## src/rtl/dma_queue_pkg.sv

```systemverilog
package dma_queue_pkg;
  localparam int NUM_DESC = 4;
  localparam int IDX_W    = $clog2(NUM_DESC);

  typedef enum logic [2:0] {
    S_IDLE, S_PICK, S_RADDR, S_RDATA, S_WADDR, S_WDATA, S_DONE
  } seq_state_e;

  localparam logic [1:0] HTRANS_IDLE   = 2'b00;
  localparam logic [1:0] HTRANS_NONSEQ = 2'b10;
  localparam logic [2:0] HSIZE_WORD    = 3'b010;
  localparam logic [2:0] HBURST_SINGLE = 3'b000;

  localparam logic [7:0] OFS_CTRL  = 8'h00;
  localparam logic [7:0] OFS_STAT  = 8'h04;
  localparam logic [7:0] OFS_TIMER = 8'h08;
  localparam logic [1:0] DESC_BANK = 2'b01;

  localparam int STAT_BUSY = 0;
  localparam int STAT_IRQ  = 1;
  localparam int STAT_CFG  = 2;
  localparam int STAT_BUS  = 3;
endpackage

```

## src/rtl/dma_desc_regs.sv

```systemverilog
module dma_desc_regs
  import dma_queue_pkg::*;
#(
  parameter int CNT_W = 17,
  parameter int TMR_W = 32
) (
  input  logic                             clk_i,
  input  logic                             rst_ni,
  input  logic                             reg_wr_i,
  input  logic [7:0]                       reg_addr_i,
  input  logic [31:0]                      reg_wdata_i,
  output logic [31:0]                      reg_rdata_o,
  input  logic                             busy_i,
  input  logic [TMR_W-1:0]                 tmr_i,
  input  logic                             clr_valid_i,
  input  logic [IDX_W-1:0]                 clr_idx_i,
  input  logic                             set_irq_i,
  input  logic                             set_cfg_err_i,
  input  logic                             set_bus_err_i,
  output logic                             start_o,
  output logic                             irq_o,
  output logic [NUM_DESC-1:0][31:0]        d_src_o,
  output logic [NUM_DESC-1:0][31:0]        d_dst_o,
  output logic [NUM_DESC-1:0][CNT_W-1:0]   d_cnt_o,
  output logic [NUM_DESC-1:0]              d_valid_o
);
  logic             bank_hit, wr_ctrl, wr_stat;
  logic [IDX_W-1:0] sel_idx;
  logic [1:0]       fld;
  logic             irq_q, cfg_q, bus_q;

  assign bank_hit = (reg_addr_i[7:6] == DESC_BANK);
  assign sel_idx  = reg_addr_i[4 +: IDX_W];
  assign fld      = reg_addr_i[3:2];
  assign wr_ctrl  = reg_wr_i && (reg_addr_i == OFS_CTRL);
  assign wr_stat  = reg_wr_i && (reg_addr_i == OFS_STAT);
  assign start_o  = wr_ctrl && reg_wdata_i[0] && !busy_i;
  assign irq_o    = irq_q;

  for (genvar g = 0; g < NUM_DESC; g++) begin : g_slot
    logic [31:0]      src_r, dst_r;
    logic [CNT_W-1:0] cnt_r;
    logic             vld_r;
    logic             hit;
    assign hit = reg_wr_i && bank_hit && (sel_idx == IDX_W'(g));

    always_ff @(posedge clk_i or negedge rst_ni) begin
      if (!rst_ni) begin
        src_r <= '0;
        dst_r <= '0;
        cnt_r <= '0;
        vld_r <= 1'b0;
      end else begin
        if (hit) begin
          case (fld)
            2'd0:    src_r <= reg_wdata_i;
            2'd1:    dst_r <= reg_wdata_i;
            2'd2:    cnt_r <= reg_wdata_i[CNT_W-1:0];
            default: vld_r <= reg_wdata_i[0];
          endcase
        end
        // completion wins over a concurrent software write
        if (clr_valid_i && clr_idx_i == IDX_W'(g)) vld_r <= 1'b0;
      end
    end

    assign d_src_o[g]   = src_r;
    assign d_dst_o[g]   = dst_r;
    assign d_cnt_o[g]   = cnt_r;
    assign d_valid_o[g] = vld_r;
  end

  always_ff @(posedge clk_i or negedge rst_ni) begin
    if (!rst_ni) begin
      irq_q <= 1'b0;
      cfg_q <= 1'b0;
      bus_q <= 1'b0;
    end else begin
      if (wr_stat && reg_wdata_i[STAT_IRQ]) irq_q <= 1'b0;
      if (wr_stat && reg_wdata_i[STAT_CFG]) cfg_q <= 1'b0;
      if (wr_stat && reg_wdata_i[STAT_BUS]) bus_q <= 1'b0;
      if (set_irq_i)     irq_q <= 1'b1;
      if (set_cfg_err_i) cfg_q <= 1'b1;
      if (set_bus_err_i) bus_q <= 1'b1;
    end
  end

  always_comb begin
    reg_rdata_o = '0;
    if (bank_hit) begin
      case (fld)
        2'd0:    reg_rdata_o = d_src_o[sel_idx];
        2'd1:    reg_rdata_o = d_dst_o[sel_idx];
        2'd2:    reg_rdata_o = 32'(d_cnt_o[sel_idx]);
        default: reg_rdata_o = {31'b0, d_valid_o[sel_idx]};
      endcase
    end else begin
      case (reg_addr_i)
        OFS_STAT:  reg_rdata_o = {28'b0, bus_q, cfg_q, irq_q, busy_i};
        OFS_TIMER: reg_rdata_o = 32'(tmr_i);
        default:   reg_rdata_o = '0;
      endcase
    end
  end


  arm_clear_chk: assert property (@(posedge clk_i) disable iff (!rst_ni)
    clr_valid_i |=> d_valid_o[$past(clr_idx_i)] == 1'b0);


  irq_sticky_chk: assert property (@(posedge clk_i) disable iff (!rst_ni)
    irq_q && !(wr_stat && reg_wdata_i[STAT_IRQ]) |=> irq_q);
endmodule

```

## src/rtl/dma_xfer_fsm.sv

```systemverilog
module dma_xfer_fsm
  import dma_queue_pkg::*;
#(
  parameter int MAX_BYTES = 65536,
  parameter int CNT_W     = 17
) (
  input  logic                           clk_i,
  input  logic                           rst_ni,
  input  logic                           start_i,
  input  logic [NUM_DESC-1:0][31:0]      d_src_i,
  input  logic [NUM_DESC-1:0][31:0]      d_dst_i,
  input  logic [NUM_DESC-1:0][CNT_W-1:0] d_cnt_i,
  input  logic [NUM_DESC-1:0]            d_valid_i,
  output logic                           busy_o,
  output logic                           clr_valid_o,
  output logic [IDX_W-1:0]               clr_idx_o,
  output logic                           set_irq_o,
  output logic                           set_cfg_err_o,
  output logic                           set_bus_err_o,
  output logic [31:0]                    haddr_o,
  output logic [1:0]                     htrans_o,
  output logic                           hwrite_o,
  output logic [2:0]                     hsize_o,
  output logic [2:0]                     hburst_o,
  output logic [31:0]                    hwdata_o,
  input  logic [31:0]                    hrdata_i,
  input  logic                           hready_i,
  input  logic                           hresp_i
);
  localparam logic [CNT_W-1:0] MAX_CNT  = CNT_W'(MAX_BYTES);
  localparam logic [CNT_W-1:0] WORD_CNT = CNT_W'(4);

  seq_state_e       state;
  logic [IDX_W-1:0] idx;
  logic [31:0]      cur_src, cur_dst, data_q;
  logic [CNT_W-1:0] remain;
  logic             cfg_bad, last, last_word, beat_ok, beat_err;

  assign last      = (idx == IDX_W'(NUM_DESC - 1));
  assign last_word = (remain == WORD_CNT);
  assign cfg_bad   = (d_cnt_i[idx] == '0) || (d_cnt_i[idx][1:0] != 2'b00) ||
                     (d_cnt_i[idx] > MAX_CNT) ||
                     (d_src_i[idx][1:0] != 2'b00) || (d_dst_i[idx][1:0] != 2'b00);
  assign beat_ok   = hready_i && !hresp_i;
  assign beat_err  = hready_i && hresp_i;

  assign busy_o        = (state != S_IDLE);
  assign set_irq_o     = (state == S_DONE);
  assign set_cfg_err_o = (state == S_PICK) && d_valid_i[idx] && cfg_bad;
  assign set_bus_err_o = ((state == S_RDATA) || (state == S_WDATA)) && beat_err;
  assign clr_valid_o   = (state == S_WDATA) && beat_ok && last_word;
  assign clr_idx_o     = idx;

  assign htrans_o = ((state == S_RADDR) || (state == S_WADDR)) ? HTRANS_NONSEQ : HTRANS_IDLE;
  assign hwrite_o = (state == S_WADDR);
  assign haddr_o  = (state == S_WADDR) ? cur_dst : cur_src;
  assign hsize_o  = HSIZE_WORD;
  assign hburst_o = HBURST_SINGLE;
  assign hwdata_o = data_q;

  always_ff @(posedge clk_i or negedge rst_ni) begin
    if (!rst_ni) begin
      state   <= S_IDLE;
      idx     <= '0;
      cur_src <= '0;
      cur_dst <= '0;
      remain  <= '0;
      data_q  <= '0;
    end else begin
      case (state)
        S_IDLE: if (start_i) begin
          idx   <= '0;
          state <= S_PICK;
        end
        S_PICK: begin
          if (d_valid_i[idx]) begin
            if (cfg_bad) state <= S_DONE;
            else begin
              cur_src <= d_src_i[idx];
              cur_dst <= d_dst_i[idx];
              remain  <= d_cnt_i[idx];
              state   <= S_RADDR;
            end
          end else if (last) state <= S_DONE;
          else idx <= idx + IDX_W'(1);
        end
        S_RADDR: if (hready_i) state <= S_RDATA;
        S_RDATA: if (beat_err) state <= S_DONE;
                 else if (beat_ok) begin
                   data_q <= hrdata_i;
                   state  <= S_WADDR;
                 end
        S_WADDR: if (hready_i) state <= S_WDATA;
        S_WDATA: if (beat_err) state <= S_DONE;
                 else if (beat_ok) begin
                   if (last_word) begin
                     if (last) state <= S_DONE;
                     else begin
                       idx   <= idx + IDX_W'(1);
                       state <= S_PICK;
                     end
                   end else begin
                     remain  <= remain - WORD_CNT;
                     cur_src <= cur_src + 32'd4;
                     cur_dst <= cur_dst + 32'd4;
                     state   <= S_RADDR;
                   end
                 end
        S_DONE:  state <= S_IDLE;
        default: state <= S_IDLE;
      endcase
    end
  end


  addr_hold_chk: assert property (@(posedge clk_i) disable iff (!rst_ni)
    (htrans_o == HTRANS_NONSEQ) && !hready_i |=>
      (htrans_o == HTRANS_NONSEQ) && $stable(haddr_o) && $stable(hwrite_o));


  cfg_stop_chk: assert property (@(posedge clk_i) disable iff (!rst_ni)
    set_cfg_err_o |=> (htrans_o == HTRANS_IDLE) && set_irq_o);


  bus_abort_chk: assert property (@(posedge clk_i) disable iff (!rst_ni)
    set_bus_err_o |=> (htrans_o == HTRANS_IDLE) && set_irq_o);
endmodule

```

## src/rtl/dma_cycle_timer.sv

```systemverilog
module dma_cycle_timer #(
  parameter int TMR_W = 32
) (
  input  logic             clk_i,
  input  logic             rst_ni,
  input  logic             start_i,
  input  logic             busy_i,
  output logic [TMR_W-1:0] cnt_o
);
  logic [TMR_W-1:0] cnt_q;

  always_ff @(posedge clk_i or negedge rst_ni) begin
    if (!rst_ni)      cnt_q <= '0;
    else if (start_i) cnt_q <= '0;
    else if (busy_i)  cnt_q <= cnt_q + TMR_W'(1);
  end

  assign cnt_o = cnt_q;


  timer_hold_chk: assert property (@(posedge clk_i) disable iff (!rst_ni)
    !busy_i && !start_i |=> $stable(cnt_q));
endmodule

```

## src/rtl/dma_queue_engine.sv

```systemverilog
module dma_queue_engine
  import dma_queue_pkg::*;
#(
  parameter int MAX_BYTES = 65536,
  parameter int TMR_W     = 32
) (
  input  logic        clk_i,
  input  logic        rst_ni,
  input  logic        reg_wr_i,
  input  logic [7:0]  reg_addr_i,
  input  logic [31:0] reg_wdata_i,
  output logic [31:0] reg_rdata_o,
  output logic        irq_o,
  output logic [31:0] haddr_o,
  output logic [1:0]  htrans_o,
  output logic        hwrite_o,
  output logic [2:0]  hsize_o,
  output logic [2:0]  hburst_o,
  output logic [31:0] hwdata_o,
  input  logic [31:0] hrdata_i,
  input  logic        hready_i,
  input  logic        hresp_i
);
  localparam int CNT_W = $clog2(MAX_BYTES) + 1;

  logic                           busy, start, clr_valid, set_irq, set_cfg, set_bus;
  logic [IDX_W-1:0]               clr_idx;
  logic [TMR_W-1:0]               tmr;
  logic [NUM_DESC-1:0][31:0]      d_src, d_dst;
  logic [NUM_DESC-1:0][CNT_W-1:0] d_cnt;
  logic [NUM_DESC-1:0]            d_valid;

  dma_desc_regs #(.CNT_W(CNT_W), .TMR_W(TMR_W)) u_regs (
    .clk_i, .rst_ni, .reg_wr_i, .reg_addr_i, .reg_wdata_i, .reg_rdata_o,
    .busy_i(busy), .tmr_i(tmr), .clr_valid_i(clr_valid), .clr_idx_i(clr_idx),
    .set_irq_i(set_irq), .set_cfg_err_i(set_cfg), .set_bus_err_i(set_bus),
    .start_o(start), .irq_o, .d_src_o(d_src), .d_dst_o(d_dst),
    .d_cnt_o(d_cnt), .d_valid_o(d_valid)
  );

  dma_xfer_fsm #(.MAX_BYTES(MAX_BYTES), .CNT_W(CNT_W)) u_fsm (
    .clk_i, .rst_ni, .start_i(start),
    .d_src_i(d_src), .d_dst_i(d_dst), .d_cnt_i(d_cnt), .d_valid_i(d_valid),
    .busy_o(busy), .clr_valid_o(clr_valid), .clr_idx_o(clr_idx),
    .set_irq_o(set_irq), .set_cfg_err_o(set_cfg), .set_bus_err_o(set_bus),
    .haddr_o, .htrans_o, .hwrite_o, .hsize_o, .hburst_o, .hwdata_o,
    .hrdata_i, .hready_i, .hresp_i
  );

  dma_cycle_timer #(.TMR_W(TMR_W)) u_tmr (
    .clk_i, .rst_ni, .start_i(start), .busy_i(busy), .cnt_o(tmr)
  );


  restart_ignored_chk: assert property (@(posedge clk_i) disable iff (!rst_ni)
    busy && reg_wr_i && (reg_addr_i == OFS_CTRL) && reg_wdata_i[0] |=> tmr != '0);
endmodule

```

## config.mk

```make
export PLATFORM = sky130hd
export DESIGN_NAME = dma_queue_engine
export DESIGN_NICKNAME = d
export VERILOG_FILES = /design/src/rtl/dma_queue_pkg.sv /design/src/rtl/dma_desc_regs.sv /design/src/rtl/dma_xfer_fsm.sv /design/src/rtl/dma_cycle_timer.sv /design/src/rtl/dma_queue_engine.sv
export SDC_FILE = /design/constraint.sdc
export NUM_CORES = 1
export LEC_CHECK = 0
export ABC_AREA = 1
export BUFFER_PORTS_ARGS = -buffer_cell sky130_fd_sc_hd__buf_2
export CAP_MARGIN = 0
export CELL_PAD_IN_SITES_DETAIL_PLACEMENT = 0
export CELL_PAD_IN_SITES_GLOBAL_PLACEMENT = 1
export CORE_ASPECT_RATIO = 0.9
export CORE_MARGIN = 2
export CORE_UTILIZATION = 25
export CTS_CLUSTER_SIZE = 10
export DETAILED_ROUTE_END_ITERATION = 10
export GPL_TIMING_DRIVEN = 1
export HOLD_SLACK_MARGIN = 0.06
export PLACE_DENSITY_LB_ADDON = 0.08
export SLEW_MARGIN = 20
export SYNTH_ARGS = -nofsm -noshare
export SYNTH_HDL_FRONTEND = slang
export SYNTH_SLANG_ARGS = --single-unit
```

## constraint.sdc

```tcl
create_clock -name clk_i -period 3.4 [get_ports clk_i]
set_input_delay 0.85 -clock clk_i [delete_from_list [all_inputs] [get_ports clk_i]]
set_output_delay 0.85 -clock clk_i [all_outputs]
set_load 0.005 [all_outputs]
```

==> results of run 1 <==
==> metrics by stage <==
| stage | worst slack (ps) | setup TNS (ps) | power, uW |
|---|---|---|---|
| 3_5_place_dp | -237 | -1990 | 16700 |
| 6_report | 21.4 | 0 | 23500 |
| 4_1_cts | -89.3 | -154 | 23700 |
| 3_3_place_gp | -189 | -1440 | 16700 |
| 5_1_grt | -47.4 | -127 | 25000 |
| 2_1_floorplan | 276 | 0 | 12800 |
==> Yosys cell counts, types with 31 or more instances <==
master	count	area, sq um
nor2_1	180	676
mux2_2	32	360
buf_2	38	190
clkbuf_1	191	717
xor2_1	37	324
nor3_1	50	250
o22ai_1	34	213
o21ai_0	537	2690
nand2_1	1049	3940
nand3_1	312	1560
dfrtp_1	481	12000
a21oi_1	67	335
inv_1	181	679
a22oi_1	78	586
a31oi_1	31	194
nand4_1	98	613
==> power breakdown <==
group          switching, uW  total, uW  internal, uW
clock network           2830       6780          3940
registers               1340       8280          6940
logic                   5680       8480          2790
total                   9860      23500         13700
==> state kept, by name, indices dropped and copies added (netlist names) <==
name and flops:
u_tmr.cnt_o 32, u_fsm.cur_dst 32, u_regs.irq_o 1, u_fsm.clr_idx_o 2
u_regs.g_slot.dst_r 128, u_regs.g_slot.cnt_r 68, u_fsm.remain 17, u_regs.cfg_q 1
u_fsm.cur_src 32, u_regs.g_slot.src_r 128, u_regs.bus_q 1, u_fsm.state 3
u_regs.g_slot.vld_r 4, u_fsm.hwdata_o 32
==> area by class of cell <==
cell class	count	area [sq um]
antenna	1	2.50
inverter	193	741
multi-input combinational	2625	13100
clock inverter	20	165
sequential	481	12000
clock buffer	94	1890
tap	1380	1730
timing repair buffer	377	2940
fill	11360	73000
==> cell families after synthesis <==
group,count (synthesis),share of synthesized area (%)
and+or+nand+nor,1712,27.0
adders and majority gates,9,0.423
buffers and inverters,455,6.97
muxes,34,1.43
AOI/OAI and AO/OA,817,17.4
xor gates and xnor gates,46,1.51
DFF,481,45.2
other,2,0.0282
==> path summary, 6_finish.rpt <==
kind	from	endpoint	slack, ps	cells past startpoint
max	reg_addr_i[4]	reg_rdata_o[16]	20	9
min in group clk_i	hrdata_i[16]	u_fsm.hwdata_o[16]$_DFFE_PN0P_	450	2
min reg2reg	u_fsm.remain[10]$_DFFE_PN0P_	u_fsm.remain[10]$_DFFE_PN0P_	470	2
max in group asynchronous	rst_ni	u_regs.g_slot[0].cnt_r[14]$_DFFE_PN0P_	2250	2
max reg2reg	u_fsm.clr_idx_o[0]$_DFFE_PN0P_	u_fsm.cur_dst[25]$_DFFE_PN0P_	450	13
min	rst_ni	u_regs.g_slot[0].src_r[2]$_DFFE_PN0P_	210	1
==> critical path, cell delays in order <==
cell	delay, ps
buf_8	110
nor2_4	210
buf_4	310
a22oi_1	190
a31oi_1	320
nor3_2	90
o22ai_1	150
buf_4	160
buf_2	110
==> routing by layer <==
layer  vias up  global-route usage (%)  routed length [microns]
met3       149                    2.82                     6130
met2       869                    34.2                    53900
met4         0                    5.66                     2850
met1     13122                    32.2                    58700
li1      12425                       -                        -
met5         -                       0                        0
==> what timing repair did <==
action / in CTS / in global routing
hold endpoints to repair: 0 / 0
cloned: 1 / 1
gates resized for setup: 36 / 53
buffers inserted: 6 / 4
pin swaps: 8 / 19
hold buffers: 0 / 0
setup endpoints to repair: 33 / 29
==> impl_metrics.yaml, run 1 <==
cells_and_area:
  final_common_cell: "nand2_1"
  instances_no_fill: 5171
  drive_above_1_share_pct: 15.4
  fin_util_pct: 30.9
  final_cell_mix: "1,038 x nand2_1, 525 x o21ai_0, 479 x dfrtp_1"
  final_area_sq_mm: 0.0326
  nets: 3830
  syn_to_final_growth_pct: 22.4
timing:
  clock.fmax_ghz: 0.296
  period_share_pct: 99.4
  setup-violations-final: 0
  slew_headroom_pct: 43.4
  slew_violations: 0
  period_minus_slack_ps: 3380
  hold_violations: 0
  timing.hold.ws_ps: 208
  tightest_slew_ps: 849
  fin_skew_ps: 22.6
  rsz0062_at_grt: "yes"
placed_design:
  dp.cells: 5046
  place_congestion: 0.869
  place_area_sq_mm: 0.0300
  hpwlAfterDp_microns: 85600
  io_buffers: 175
grt:
  grt_pass1_vias: 25701
  gr-usage-all-layers_pct: 22.0
  grt_pass1_wl_microns: 179000
  gr-total-overflow: 0
  antenna_found_initial: 6
  grt_max_degree: 73
synthesis:
  ys_seq_area_share_pct: 45.2
  synth-edff-count: 0
  synth_area_sq_mm: 0.0266
  synthArstFlopShare_pct: 100
  ys_types: 48
  yosys_warnings: 0
  synth-seq-cells: 481
  yosys_most_used_dff: "dfrtp_1"
  syn_area_per_cell_sq_um: 7.49
  synthCells: 3556
critical_path:
  crit_fanout: 14
  crit_path_end_kind: "output pin"
  worstPathRequired_ps: 2550
  cp-start-kind: "input pin"
  cp_data_arrival_time_ps: 2530
  crit_type: "in2out"
clocking:
  cts_max_path_buffers: 3
  cts.sink_count: 481
  clock_latency_ps: 630
  cts_tree: "done"
  cts.htree.levels: 3
  cts_buffers: 66
  clk_pin_slew_ps: 60
  root_buffer: "clkbuf_16"
routing:
  drtIter0Drc: 2428
  vias: 26565
  routedWlPerCell_microns: 23.5
  post_drt_via_cell_ratio: 5.14
  wirelength_microns: 122000
  drtAntennaViolNets: 0
  first_pass_iters: 5
  drc: 0
power:
  ir_drop_mv: 0.430
  p_leak_uw: 0.0148
  pwr_density_cell_mw_per_mm2: 722
hold_path:
  hp-class: "in2async"
die:
  fp.dieW_microns: 348
  die_area_sq_mm: 0.109
  io_pins: 183
  start_util_pct: 25.2
  core_area_sq_mm: 0.106
  core.rowCount: 113
  die_h_microns: 314
job:
  cap_violations: 0
status:
  status: "finished clean"
Note: power is estimated with default switching activity, not from simulation.
==> run 2, diff against run 1 <==
--- a/config.mk
+++ b/config.mk
@@ -7,7 +7,7 @@
 export LEC_CHECK = 0
 export ABC_AREA = 1
 export BUFFER_PORTS_ARGS = -buffer_cell sky130_fd_sc_hd__buf_2
-export CAP_MARGIN = 0
+export CAP_MARGIN = 5
 export CELL_PAD_IN_SITES_DETAIL_PLACEMENT = 0
 export CELL_PAD_IN_SITES_GLOBAL_PLACEMENT = 1
 export CORE_ASPECT_RATIO = 0.9
==> constraint.sdc (replaced) <==
create_clock -name clk_i -period 3.7 [get_ports clk_i]
set_input_delay 0.925 -clock clk_i [delete_from_list [all_inputs] [get_ports clk_i]]
set_output_delay 0.925 -clock clk_i [all_outputs]
set_load 0.005 [all_outputs]
==> impl_metrics.yaml, run 2 (synthesized netlist as in run 1, its figures left out) <==
status:
  status: "finished clean"
cells_and_area:
  syn_to_final_growth_pct: 19.6
  final_area_sq_mm: 0.0318
  top_regs: "u_regs.g_slot.dst_r (128), u_regs.g_slot.src_r (128), u_regs.g_slot.cnt_r (68)"
  nets: 3771
  drive_above_1_share_pct: 13.1
  final_common_cell: "nand2_1"
  final_cell_mix: "1,039 x nand2_1, 532 x o21ai_0, 479 x dfrtp_1"
  fillCellCount: 11294
placed_design:
  hpwlAfterDp_microns: 82400
  place_area_sq_mm: 0.0296
  place_congestion: 0.830
  dp_slack_ps: -180
  io_buffers: 175
clocking:
  cts_buffers: 66
  cts.htree.levels: 3
  clk_pin_slew_ps: 50
  root_buffer: "clkbuf_16"
  cts_tree: "done"
  cts_max_path_buffers: 3
  clock_latency_ps: 640
  cts.sink_count: 481
  cts_setup_buffers: 0
  holdBufCountCts: 0
routing:
  post_drt_via_cell_ratio: 5.17
  drtIter0Drc: 2358
  first_pass_iters: 6
  drtAntennaViolNets: 0
  drc: 0
  vias: 26439
  routedWlPerCell_microns: 23.7
  wirelength_microns: 121000
timing:
  fin_skew_ps: 38.0
  layout_setup_ws_ps: 8.79
  slew_violations: 0
  period_minus_slack_ps: 3690
  rsz0062_at_grt: "yes"
  period_share_pct: 99.8
  clock.fmax_ghz: 0.271
  hold_violations: 0
  tightest_slew_ps: 1140
  fin_tns_setup_ps: 0
  setup-violations-final: 0
  slew_headroom_pct: 23.6
grt:
  gr-total-overflow: 0
  grt_pass1_wl_microns: 179000
  antenna_found_initial: 10
  grt_max_degree: 114
  gr-usage-all-layers_pct: 21.9
  grt_pass1_vias: 25323
critical_path:
  worstPathRequired_ps: 2770
  crit_path_top_delay_cell: "a31oi_1"
  cp-start-kind: "input pin"
  crit_fanout: 18
  cp_data_arrival_time_ps: 2770
  crit_type: "in2out"
  crit_chain: "buf_4 > inv_2 > nor2_4 > buf_12 > buf_16 > a22oi_1 > a31oi_1 > nor3_2 > o21ai_1 > buf_2"
  crit_path_end_kind: "output pin"
  cp_slowest_stage_delay_ps: 320
die:
  io_pins: 183
  die_h_microns: 314
  core_area_sq_mm: 0.106
  die_area_sq_mm: 0.109
  fp.dieW_microns: 348
  core.rowCount: 113
  start_util_pct: 25.2
power:
  pwr_density_cell_mw_per_mm2: 676
  p_total_uw: 21500
  p_leak_uw: 0.0144
  ir_drop_mv: 0.331
hold_path:
  hp-class: "in2async"
job:
  cap_violations: 0
run 2: final timing paths:
path / start / end / slack (ps) / cells after the start
setup / recovery: reg_addr_i[4] / reg_rdata_o[6] / 9 / 10
max in group asynchronous: rst_ni / u_regs.g_slot[0].src_r[25]$_DFFE_PN0P_ / 2500 / 2
min in group clk_i: u_fsm.remain[10]$_DFFE_PN0P_ / u_fsm.remain[10]$_DFFE_PN0P_ / 470 / 2
setup reg to reg: u_fsm.clr_idx_o[0]$_DFFE_PN0P_ / u_fsm.cur_src[25]$_DFFE_PN0P_ / 410 / 16
hold / removal: rst_ni / u_fsm.cur_src[0]$_DFFE_PN0P_ / 220 / 1
hold reg to reg: u_fsm.remain[10]$_DFFE_PN0P_ / u_fsm.remain[10]$_DFFE_PN0P_ / 470 / 2
run 2: metal layers:
metal / GRT usage, % / vias to the layer above / routed length, microns
li1: - / 12304 / -
met1: 32.4 / 13008 / 57900
met2: 33.4 / 944 / 53100
met3: 2.63 / 179 / 6850
met4: 6.21 / 4 / 3440
met5: 0 / - / 27
run 2: cell type report:
type	count	area [sq um]	share of cell area, %
Antenna cell	3	7.51	0.0236
Timing Repair Buffer	317	2330	7.33
Inverter	193	733	2.30
Multi-Input combinational cell	2626	12900	40.5
Clock inverter	8	109	0.342
Sequential cell	481	12000	37.8
Tap cell	1380	1730	5.42
Clock buffer	102	1990	6.25
run 2: timing repair:
| action | in CTS | in global routing |
|---|---|---|
| endpoints found under the setup margin | 7 | 15 |
| gates cloned | 0 | 1 |
| pin swaps | 1 | 2 |
| gates resized for setup | 9 | 21 |
run 2: per-stage QoR:
| step | hold WS, ps | util [%] | std cells |
|---|---|---|---|
| 3_3_place_gp | 453 | 28.0 | 4996 |
| 6_report | 220 | 30.1 | 5110 |
| 3_5_place_dp | 458 | 28.0 | 4996 |
| 4_1_cts | 196 | 30.0 | 5106 |
| 5_1_grt | 217 | 30.1 | 5107 |
| 2_1_floorplan | 440 | - | 3561 |
run 2: critical path, delay by kind of cell:
kind,cells,cell delay [ps]
buffers and inverters,5,800
AND/OR/NAND/NOR,2,260
AO/OA/AOI/OAI,3,750
run 2: where the power goes:
group	leakage, uW	switching, uW	internal [uW]
Clock	0.00102	2590	3760
Sequential	0.00630	1180	6380
Combinational	0.00707	5180	2430
Total	0.0144	8950	12600
